==> config.mk <==
export PLATFORM = sky130hd
export DESIGN_NAME = irq_level_requester
export DESIGN_NICKNAME = d
export VERILOG_FILES = /design/src/rtl/irq_pkg.sv /design/src/rtl/irq_slot_decoder.sv /design/src/rtl/irq_level_regs.sv /design/src/rtl/irq_level_requester.sv
export SDC_FILE = /design/constraint.sdc
export NUM_CORES = 1
export LEC_CHECK = 0
export ABC_AREA = 1
export CAP_MARGIN = 20
export CORE_ASPECT_RATIO = 0.9
export CORE_MARGIN = 3
export CORE_UTILIZATION = 47
export DETAILED_ROUTE_END_ITERATION = 12
export PLACE_DENSITY_LB_ADDON = 0.08
export SLEW_MARGIN = 10
export SYNTH_ARGS = -nofsm -noshare
export SYNTH_HDL_FRONTEND = slang
export SYNTH_SLANG_ARGS = --single-unit
==> constraint.sdc <==
create_clock -name clk -period 1.45 [get_ports clk]
set_input_delay 0.2175 -clock clk [delete_from_list [all_inputs] [get_ports clk]]
set_output_delay 0.2175 -clock clk [all_outputs]
set_load 0.01 [all_outputs]
==> src/rtl/irq_pkg.sv <==
package irq_pkg;
  typedef enum logic [1:0] {
    ACC_IDLE  = 2'd0,
    ACC_OK    = 2'd1,
    ACC_FAULT = 2'd2
  } acc_e;
endpackage

==> src/rtl/irq_slot_decoder.sv <==
module irq_slot_decoder #(
  parameter int NUM_LINES = 8,
  parameter int SLOT_W    = 2,
  parameter int LINE_W    = $clog2(NUM_LINES),
  parameter int LEVEL_W   = SLOT_W + LINE_W
) (
  input  logic [LEVEL_W-1:0]   level,
  input  logic                 pend,
  input  logic [SLOT_W-1:0]    slot,
  output logic [NUM_LINES-1:0] lines_o
);
  logic hit;

  always_comb begin
    hit = pend && (level != '0) && (level[LEVEL_W-1 -: SLOT_W] == slot);
    lines_o = '0;
    if (hit) lines_o[level[LINE_W-1:0]] = 1'b1;
  end
endmodule

==> src/rtl/irq_level_regs.sv <==
module irq_level_regs
  import irq_pkg::*;
#(
  parameter int NUM_SRC   = 2,
  parameter int LEVEL_W   = 5,
  parameter int DATA_W    = 8,
  parameter int NUM_LINES = 8,
  parameter int ADDR_W    = $clog2(NUM_SRC + 2)
) (
  input  logic                       clk,
  input  logic                       rst,
  input  logic                       bus_req,
  input  logic                       bus_we,
  input  logic                       bus_user,
  input  logic [ADDR_W-1:0]          bus_addr,
  input  logic [DATA_W-1:0]          bus_wdata,
  input  logic [NUM_LINES-1:0]       line_view,
  output logic                       bus_ack,
  output logic                       bus_err,
  output logic [DATA_W-1:0]          bus_rdata,
  output logic [NUM_SRC*LEVEL_W-1:0] levels_o
);
  localparam logic [ADDR_W-1:0] VIEW_ADDR = ADDR_W'(NUM_SRC);

  logic [LEVEL_W-1:0] lvl_q [NUM_SRC];
  acc_e               outcome;
  logic [DATA_W-1:0]  rd_next;
  logic               is_lvl;

  always_comb begin
    is_lvl  = bus_addr < VIEW_ADDR;
    outcome = ACC_IDLE;
    rd_next = '0;
    if (bus_req) begin
      if (is_lvl && !bus_user) begin
        outcome = ACC_OK;
        for (int s = 0; s < NUM_SRC; s++)
          if (bus_addr == ADDR_W'(s)) rd_next[LEVEL_W-1:0] = lvl_q[s];
      end else if (bus_addr == VIEW_ADDR) begin
        outcome = ACC_OK;
        rd_next[NUM_LINES-1:0] = line_view;
      end else begin
        outcome = ACC_FAULT;
      end
    end
  end

  for (genvar s = 0; s < NUM_SRC; s++) begin : g_lvl
    always_ff @(posedge clk) begin
      if (rst) lvl_q[s] <= '0;
      else if (bus_req && bus_we && !bus_user && bus_addr == ADDR_W'(s))
        lvl_q[s] <= bus_wdata[LEVEL_W-1:0];
    end
    assign levels_o[s*LEVEL_W +: LEVEL_W] = lvl_q[s];
  end

  always_ff @(posedge clk) begin
    if (rst) begin
      bus_ack   <= 1'b0;
      bus_err   <= 1'b0;
      bus_rdata <= '0;
    end else begin
      bus_ack   <= (outcome == ACC_OK);
      bus_err   <= (outcome == ACC_FAULT);
      bus_rdata <= (outcome == ACC_OK && !bus_we) ? rd_next : '0;
    end
  end

  // the two responses never appear together
  p_ack_err_excl_r8: assert property (@(posedge clk) disable iff (rst)
    !(bus_ack && bus_err));

  // user access to a level register is refused on the next clock
  p_user_refused_r9: assert property (@(posedge clk) disable iff (rst)
    (bus_req && bus_user && bus_addr < VIEW_ADDR) |=> (bus_err && !bus_ack));

  // a user write leaves the stored levels untouched
  p_user_no_write_r9: assert property (@(posedge clk) disable iff (rst)
    (bus_req && bus_user && bus_we) |=> $stable(levels_o));

  // addresses beyond the status view are refused in any mode
  p_unmapped_err_r11: assert property (@(posedge clk) disable iff (rst)
    (bus_req && bus_addr > VIEW_ADDR) |=> bus_err);
endmodule

==> src/rtl/irq_level_requester.sv <==
module irq_level_requester #(
  parameter int NUM_LINES  = 8,
  parameter int NUM_SLOTS  = 4,
  parameter int NUM_SRC    = 2,
  parameter int DATA_W     = 8,
  parameter bit ACTIVE_LOW = 1'b0
) (
  input  logic                 clk,
  input  logic                 rst,
  input  logic [1:0]           bus_slot,
  input  logic [1:0]           src_pend,
  input  logic                 bus_req,
  input  logic                 bus_we,
  input  logic                 bus_user,
  input  logic [1:0]           bus_addr,
  input  logic [DATA_W-1:0]    bus_wdata,
  output logic                 bus_ack,
  output logic                 bus_err,
  output logic [DATA_W-1:0]    bus_rdata,
  output logic [NUM_LINES-1:0] irq_lines
);
  localparam int SLOT_W  = $clog2(NUM_SLOTS);
  localparam int LINE_W  = $clog2(NUM_LINES);
  localparam int LEVEL_W = SLOT_W + LINE_W;
  localparam int ADDR_W  = $clog2(NUM_SRC + 2);

  logic [NUM_SRC*LEVEL_W-1:0]   lvl_flat;
  logic [NUM_LINES-1:0]         src_lines [NUM_SRC];
  logic [NUM_LINES-1:0]         merged;
  logic [NUM_LINES-1:0]         lines_q;
  logic [SLOT_W-1:0]            slot_in;
  logic [NUM_SRC-1:0]           pend_in;
  logic [ADDR_W-1:0]            addr_in;

  assign slot_in = SLOT_W'(bus_slot);
  assign pend_in = NUM_SRC'(src_pend);
  assign addr_in = ADDR_W'(bus_addr);

  irq_level_regs #(
    .NUM_SRC(NUM_SRC), .LEVEL_W(LEVEL_W), .DATA_W(DATA_W),
    .NUM_LINES(NUM_LINES), .ADDR_W(ADDR_W)
  ) regs_i (
    .clk(clk), .rst(rst), .bus_req(bus_req), .bus_we(bus_we),
    .bus_user(bus_user), .bus_addr(addr_in), .bus_wdata(bus_wdata),
    .line_view(lines_q), .bus_ack(bus_ack), .bus_err(bus_err),
    .bus_rdata(bus_rdata), .levels_o(lvl_flat)
  );

  for (genvar s = 0; s < NUM_SRC; s++) begin : g_dec
    irq_slot_decoder #(
      .NUM_LINES(NUM_LINES), .SLOT_W(SLOT_W), .LINE_W(LINE_W), .LEVEL_W(LEVEL_W)
    ) dec_i (
      .level(lvl_flat[s*LEVEL_W +: LEVEL_W]), .pend(pend_in[s]),
      .slot(slot_in), .lines_o(src_lines[s])
    );
  end

  always_comb begin
    merged = '0;
    for (int s = 0; s < NUM_SRC; s++) merged = merged | src_lines[s];
  end

  always_ff @(posedge clk) begin
    if (rst) lines_q <= '0;
    else     lines_q <= merged;
  end

  if (ACTIVE_LOW) begin : g_inv
    assign irq_lines = ~lines_q;
  end else begin : g_pass
    assign irq_lines = lines_q;
  end

  // no pending source on the previous clock means no line now
  p_idle_quiet_r4: assert property (@(posedge clk) disable iff (rst)
    $past(pend_in == '0) |-> (lines_q == '0));

  // with every level at zero the lines stay low
  p_zero_level_quiet_r5: assert property (@(posedge clk) disable iff (rst)
    $past(lvl_flat == '0) |-> (lines_q == '0));

  // a single pending source raises at most one line
  p_single_line_r2: assert property (@(posedge clk) disable iff (rst)
    ($past($countones(pend_in)) <= 1) |-> $onehot0(lines_q));
endmodule

==> results.md, run 1 <==
- Status: finished clean
- H-tree depth: 1
- Placed Cells: 249
- Num CTS Buffers: 3
- Synth area leader: dfxtp_1
- Die area: 3500 um^2
- Syn Area/Cell: 7.82 um^2
- Worst hold slack: 0.442 ns
- Slew Limit Fails: 0
- Power per Cell Area: 802 nW/um^2
- ANT nets after route: 0
- Synth top area share: 27.1%
- Min Clock Period, post-route: 1.40 ns
- Net switching power: 0.000368 W
- Non-filler cells, final: 253
- Worst slew pin tran: 0.338 ns
- RSZ-0062 raised after global routing: no
- Fin nets: 235
- Max-Cap Viols: 0
- TritonCTS Sinks: 28
- Slew Limit Headroom: 77.4%
- Layout overhead on the synthesized area: 36.7%
- Vias per cell: 4.90
- Startpoint types: flop
- Crit-path max FO: 1
- CTS Root Cell: clkbuf_4
- Gp weighted congestion: 0.909
- M1 GR Usage: 29.3%
- Starting Density: 51.6%
- Row count: 17
- GR Layer Usage met2: 27.2%
- Register clock-pin slew on the reported worst setup and hold paths: 0.14 ns
- Worst min path class: flop to flop
- Sequential power share: 59.1%
- Worst-path cell chain: clkdlybuf4s50_1
- Clock power share: 25.9%
- VDD IR-drop max: 684 uV
- CTS Buffer Depth: 2
- Flops & latches, synth: 28
- Diodes inserted: 0
- Setup slack after layout: 0.0476 ns
- Synth Net Count: 189
- Fraction of registers with async set or reset after synthesis: 0%
- Post-synth top cells: 30 x nand2_1, 29 x inv_1, 20 x nor2_1
- GR peak layer: met1
- Die X: 62.0 um
- Switch share: 25.2%
- Clk_skew: 0.00685 ns
- Starting DRT DRC Count: 65
- Slowest CP cell: clkdlybuf4s50_1
- Post-synthesis cell type count: 20
- Post-Syn Area: 1330 um^2
- Crit end category: output pin
- Final Instance Area: 1820 um^2
- Bufs and invs on worst path: 1
- Worst skew pair latency: 0.33 ns
- Syn. warnings: 0
- Crit Path Category: flop to output pin
- Seq/Total Area, Yosys: 49.7%
- # IOs: 37
- Final wirelength: 3030 um
- Dominant cell by count in the synthesized netlist: nand2_1
- Via Count: 1,240
- Critical path data arrival time: 1.18 ns
- Syn Inst Count: 170
- Floorplan Core Area: 2570 um^2
- Max Fclk: 713 MHz
- Post-DP Area: 1760 um^2
- Leakage: 0.935 nW
- GR Util All Layers: 19.5%
- Cell count along the critical path: 1
- Post-DP HPWL: 2500 um
- Sum Neg Setup Slack: 0 ns
- Worst path max stage delay: 0.53 ns
- Number of synthesized flops with an enable pin: 10
- Initial antenna violation count: 0
- Hold path cells: 2
- CTS tree: built
- Final period util: 96.7%
- Depth of the most critical reg-to-reg path: 7
- Int Power: 0.00109 W
- Drt first pass iters: 4
- Comb pwr share: 15.1%
- Hold-fix buffer count after cts: 0
- Die height: 56.4 um
- Vias in the first global route: 1,131
- Final setup fails: 0
- Largest net degree at the start of global routing: 16
- Area contributors post-synth: dfxtp_1 27%, edfxtp_1 23%, nand2_1 8.5%
- Gr ovfl total: 0
- First-pass GRT wire length: 5100 um
- Port-buffer cells: 33
- Avg WL per Cell: 12.0 um
- Layout cell share with drive strength beyond 1: 12.1%
- # DRC: 0
- Final Hold Viols: 0
- Main flop type after synthesis: dfxtp_1
- Global Route met3 Usage: 5.29%
- Worst path required time: 1.23 ns
- Place WS: -0.145 ns
- Largest delay contributor family on the critical path: buffers and inverters
[sequential cells by signal, summed over array words and instances, names as in the netlist]
name / cells
regs_i.lvl_q: 10
irq_lines: 8
regs_i.bus_rdata: 8
regs_i.bus_ack: 1
regs_i.bus_err: 1
[metal layers]
layer,wire length [um],vias to the layer above
li1,-,650
met1,1460,550
met2,1300,34
met3,211,6
met4,54,0
met5,0,-
[final cells by class]
cell class              count  area (um^2)
flip-flops and latches     28          661
repair buffers             42          415
multi-input cells         111          544
clock buffers               4         36.3
well taps                  38         47.5
fillers                   224          757
inverters                  30          113
[metrics by stage]
stage / total power (W) / utilization [%]
after floorplan: 0.000991 / -
after global placement: 0.00110 / 68.5
after detailed placement: 0.00110 / 68.5
after CTS: 0.00147 / 69.6
after global routing: 0.00153 / 70.6
final: 0.00146 / 70.6
[cells in the final DEF, fill, tap and decap left out, types with 2 or more instances in the layout]
cell / instances
buf_4: 9
nor2_2: 2
dfxtp_1: 18
edfxtp_1: 10
dlymetal6s2s_1: 10
a21oi_1: 8
clkdlybuf4s50_1: 17
dlygate4sd2_1: 6
nor2_1: 20
nand3_1: 18
inv_1: 29
o22ai_1: 5
clkbuf_4: 3
nand2_1: 30
a21oi_2: 5
nor3_1: 16
[final timing paths]
check | start | endpoint | slack (ns)
worst min-delay path | irq_lines[5]$_SDFF_PP0_ | regs_i.bus_rdata[5]$_SDFF_PP0_ | 0.44
worst max-delay path | regs_i.bus_rdata[6]$_SDFF_PP0_ | bus_rdata[6] | 0.05
worst min register to register | irq_lines[5]$_SDFF_PP0_ | regs_i.bus_rdata[5]$_SDFF_PP0_ | 0.44
worst max register to register | regs_i.lvl_q[0][3]$_SDFFCE_PN0P_ | irq_lines[1]$_SDFF_PP0_ | 0.24
[power by group through the flow]
stage,Sequential [W],Clock [W],Combinational [W]
finish,0.000861,0.000377,0.000220
detailed placement,0.000879,0,0.000220
floorplan,0.000876,0,0.000116
global placement,0.000878,0,0.000218
CTS,0.000861,0.000386,0.000220
global route,0.000866,0.000419,0.000245
[worst register-to-register path, stage by stage (launching register included)]
cell and delay (ns):
edfxtp_1 0.41, inv_1 0.08, nand2_1 0.06, nand2_1 0.06, nor2_2 0.08, buf_4 0.16
nand3_1 0.11, a21oi_1 0.18
[what timing repair did]
action,CTS,global route
buffers inserted,0,0
gates resized for setup,6,10
endpoints found under the setup margin,6,10
pin swaps,0,0
[logic make-up after synthesis]
group	synth area share, %
and+or+nand+nor	31.5
buffers and inverters	9.32
DFF	49.7
AOI/OAI and AO/OA	9.42
No activity file was read; power rests on OpenSTA's default activity.
==> run 2, diff against run 1 <==
--- a/config.mk
+++ b/config.mk
@@ -7,11 +7,12 @@
 export LEC_CHECK = 0
 export ABC_AREA = 1
 export CAP_MARGIN = 20
-export CORE_ASPECT_RATIO = 0.9
+export CORE_ASPECT_RATIO = 0.75
 export CORE_MARGIN = 3
 export CORE_UTILIZATION = 47
 export DETAILED_ROUTE_END_ITERATION = 12
 export PLACE_DENSITY_LB_ADDON = 0.08
+export SETUP_SLACK_MARGIN = 0.2
 export SLEW_MARGIN = 10
 export SYNTH_ARGS = -nofsm -noshare
 export SYNTH_HDL_FRONTEND = slang
==> run 2 against run 1 <==
Critical path type is now input port to flop. Worst hold slack got worse by 0.027 ns. Sequential share of layout area fell by 1.5 points. Worst setup slack improved by 0.18 ns. Final cell count is 0.79% higher.
==> results.md, run 2 (synthesized netlist as in run 1, its figures left out) <==
- Min Clock Period, post-route: 1.22 ns
- Crit end category: flop
- Diodes inserted: 0
- Int Power: 0.00132 W
- First-pass GRT wire length: 5170 um
- Depth of the most critical reg-to-reg path: 6
- Largest Register: regs_i.lvl_q
- WHS Endpoint: regs_i.bus_err$_SDFF_PP0_
- Final period util: 84.2%
- Die height: 52.0 um
- CTS Root Cell: clkbuf_8
- Port-buffer cells: 33
- Final setup fails: 0
- Crit Path Category: input port to flop
- Net switching power: 0.000399 W
- RSZ-0062 raised after global routing: yes
- Gp weighted congestion: 0.922
- Floorplan Core Area: 2640 um^2
- Worst slew pin tran: 0.279 ns
- Via Count: 1,280
- R2r endpoint: irq_lines[4]$_SDFF_PP0_
- Max-Cap Viols: 0
- CTS Buffer Depth: 2
- Status: finished clean
- Power per Cell Area: 905 nW/um^2
- Register clock-pin slew on the reported worst setup and hold paths: 0.09 ns
- Slew Limit Headroom: 81.4%
- Vias in the first global route: 1,152
- TritonCTS Sinks: 28
- Worst path required time: 1.67 ns
- Avg WL per Cell: 13.1 um
- Gr ovfl total: 0
- Max Fclk: 819 MHz
- Starting Density: 50.3%
- Vias per cell: 5.02
- Clock power share: 35.2%
- Layout overhead on the synthesized area: 42.7%
- Comb pwr share: 14.6%
- Worst min path class: input port to flop
- Die X: 67.4 um
- Layout cell share with drive strength beyond 1: 18.7%
- # IOs: 37
- Initial antenna violation count: 0
- Placed Cells: 249
- Hold Crit Start: bus_user
- Crit-path max FO: 5
- Final Hold Viols: 0
- H-tree depth: 1
- Die area: 3510 um^2
- CTS tree: built
- Switch share: 23.2%
- Leakage: 0.876 nW
- Worst skew pair latency: 0.27 ns
- VDD IR-drop max: 644 uV
- Max reg flops: 10
- # DRC: 0
- Hold path cells: 4
- Post-DP HPWL: 2560 um
- Drt first pass iters: 4
- Most frequent cells in the layout: 27 x inv_1, 27 x nand2_1
- Largest net degree at the start of global routing: 17
- Critical path data arrival time: 1.44 ns
- Num CTS Buffers: 3
- ANT nets after route: 0
- Worst r2r src: regs_i.lvl_q[1][4]$_SDFFCE_PN0P_
- Clk_skew: 0.00196 ns
- Final wirelength: 3330 um
- Non-filler cells, final: 255
- GR Util All Layers: 20.1%
- Row count: 16
- Worst hold slack: 0.416 ns
- Slew Limit Fails: 0
- Fin nets: 239
- Sequential power share: 50.2%
- Starting DRT DRC Count: 109
- Startpoint types: input port
- Reg2reg setup slack: 0.26 ns
## run 2: cell count changes in the layout (fill, tap and decap cells not counted), moves of 3 or more
cell,change
nand2_1,-3
clkdlybuf4s50_1,-4
clkbuf_4,-3
dlymetal6s2s_1,-8
dlygate4sd2_1,+12
## run 2: metal layers
metal | vias up | wire (um) | track usage, %
li1 | 651 | - | -
met1 | 567 | 1490 | 28.1
met2 | 60 | 1520 | 31.8
met3 | 2 | 315 | 5.18
met4 | 0 | 8 | 3.03
met5 | - | 0 | 0
## run 2: timing repair
item / CTS / global route
setup endpoints to repair: 28 / 36
resized for setup: 20 / 16
setup buffers: 0 / 2
hold buffers: 0 / 0
gates cloned: 0 / 0
pin swaps: 0 / 5
## run 2: worst max-delay path by stage
stage                start  slack [ns]  cells past startpoint                               end
3_3_place_gp        bus_we       -0.14                      5  regs_i.lvl_q[1][0]$_SDFFCE_PN0P_
5_1_grt        bus_slot[1]        0.16                      8           irq_lines[4]$_SDFF_PP0_
4_1_cts             bus_we        0.20                      5  regs_i.lvl_q[1][3]$_SDFFCE_PN0P_
3_5_place_dp        bus_we       -0.15                      5  regs_i.lvl_q[1][1]$_SDFFCE_PN0P_
2_1_floorplan       bus_we        0.41                      4  regs_i.lvl_q[0][0]$_SDFFCE_PN0P_
6_report       bus_addr[1]        0.23                      7    regs_i.bus_rdata[3]$_SDFF_PP0_
## run 2: power groups by stage
| stage | sequential (W) | combinational, W | clock [W] |
|---|---|---|---|
| floorplan | 0.000876 | 0.000116 | 0 |
| detailed placement | 0.000877 | 0.000227 | 0 |
| global placement | 0.000877 | 0.000225 | 0 |
| CTS | 0.000859 | 0.000226 | 0.000616 |
| global route | 0.000865 | 0.000275 | 0.000647 |
| finish | 0.000861 | 0.000251 | 0.000604 |
## run 2: worst max-delay path, stage by stage
cell,delay [ns]
clkdlybuf4s50_1,0.47
inv_1,0.10
nand2_1,0.08
buf_4,0.16
o22ai_1,0.20
nand2_1,0.10
a21oi_2,0.11
## run 2: layout make-up
| class | count | area [um^2] |
|---|---|---|
| Fill cell | 209 | 746 |
| Sequential cell | 28 | 661 |
| Multi-Input combinational cell | 111 | 589 |
| Timing Repair Buffer | 46 | 418 |
| Inverter | 30 | 113 |
| Tap cell | 36 | 45.0 |
| Clock buffer | 3 | 41.3 |
| Clock inverter | 1 | 30.0 |
## run 2: stage by stage
step	setup WS, ns	power [W]	cell area [um^2]	util (%)	TNS, ns
finish	0.229	0.00172	1900	71.8	0
global route	0.162	0.00179	1900	71.8	0
CTS	0.204	0.00170	1830	69.2	0
detailed placement	-0.154	0.00110	1780	67.2	-2.23
global placement	-0.138	0.00110	1780	67.2	-1.74
floorplan	0.409	0.000991	1330	-	0
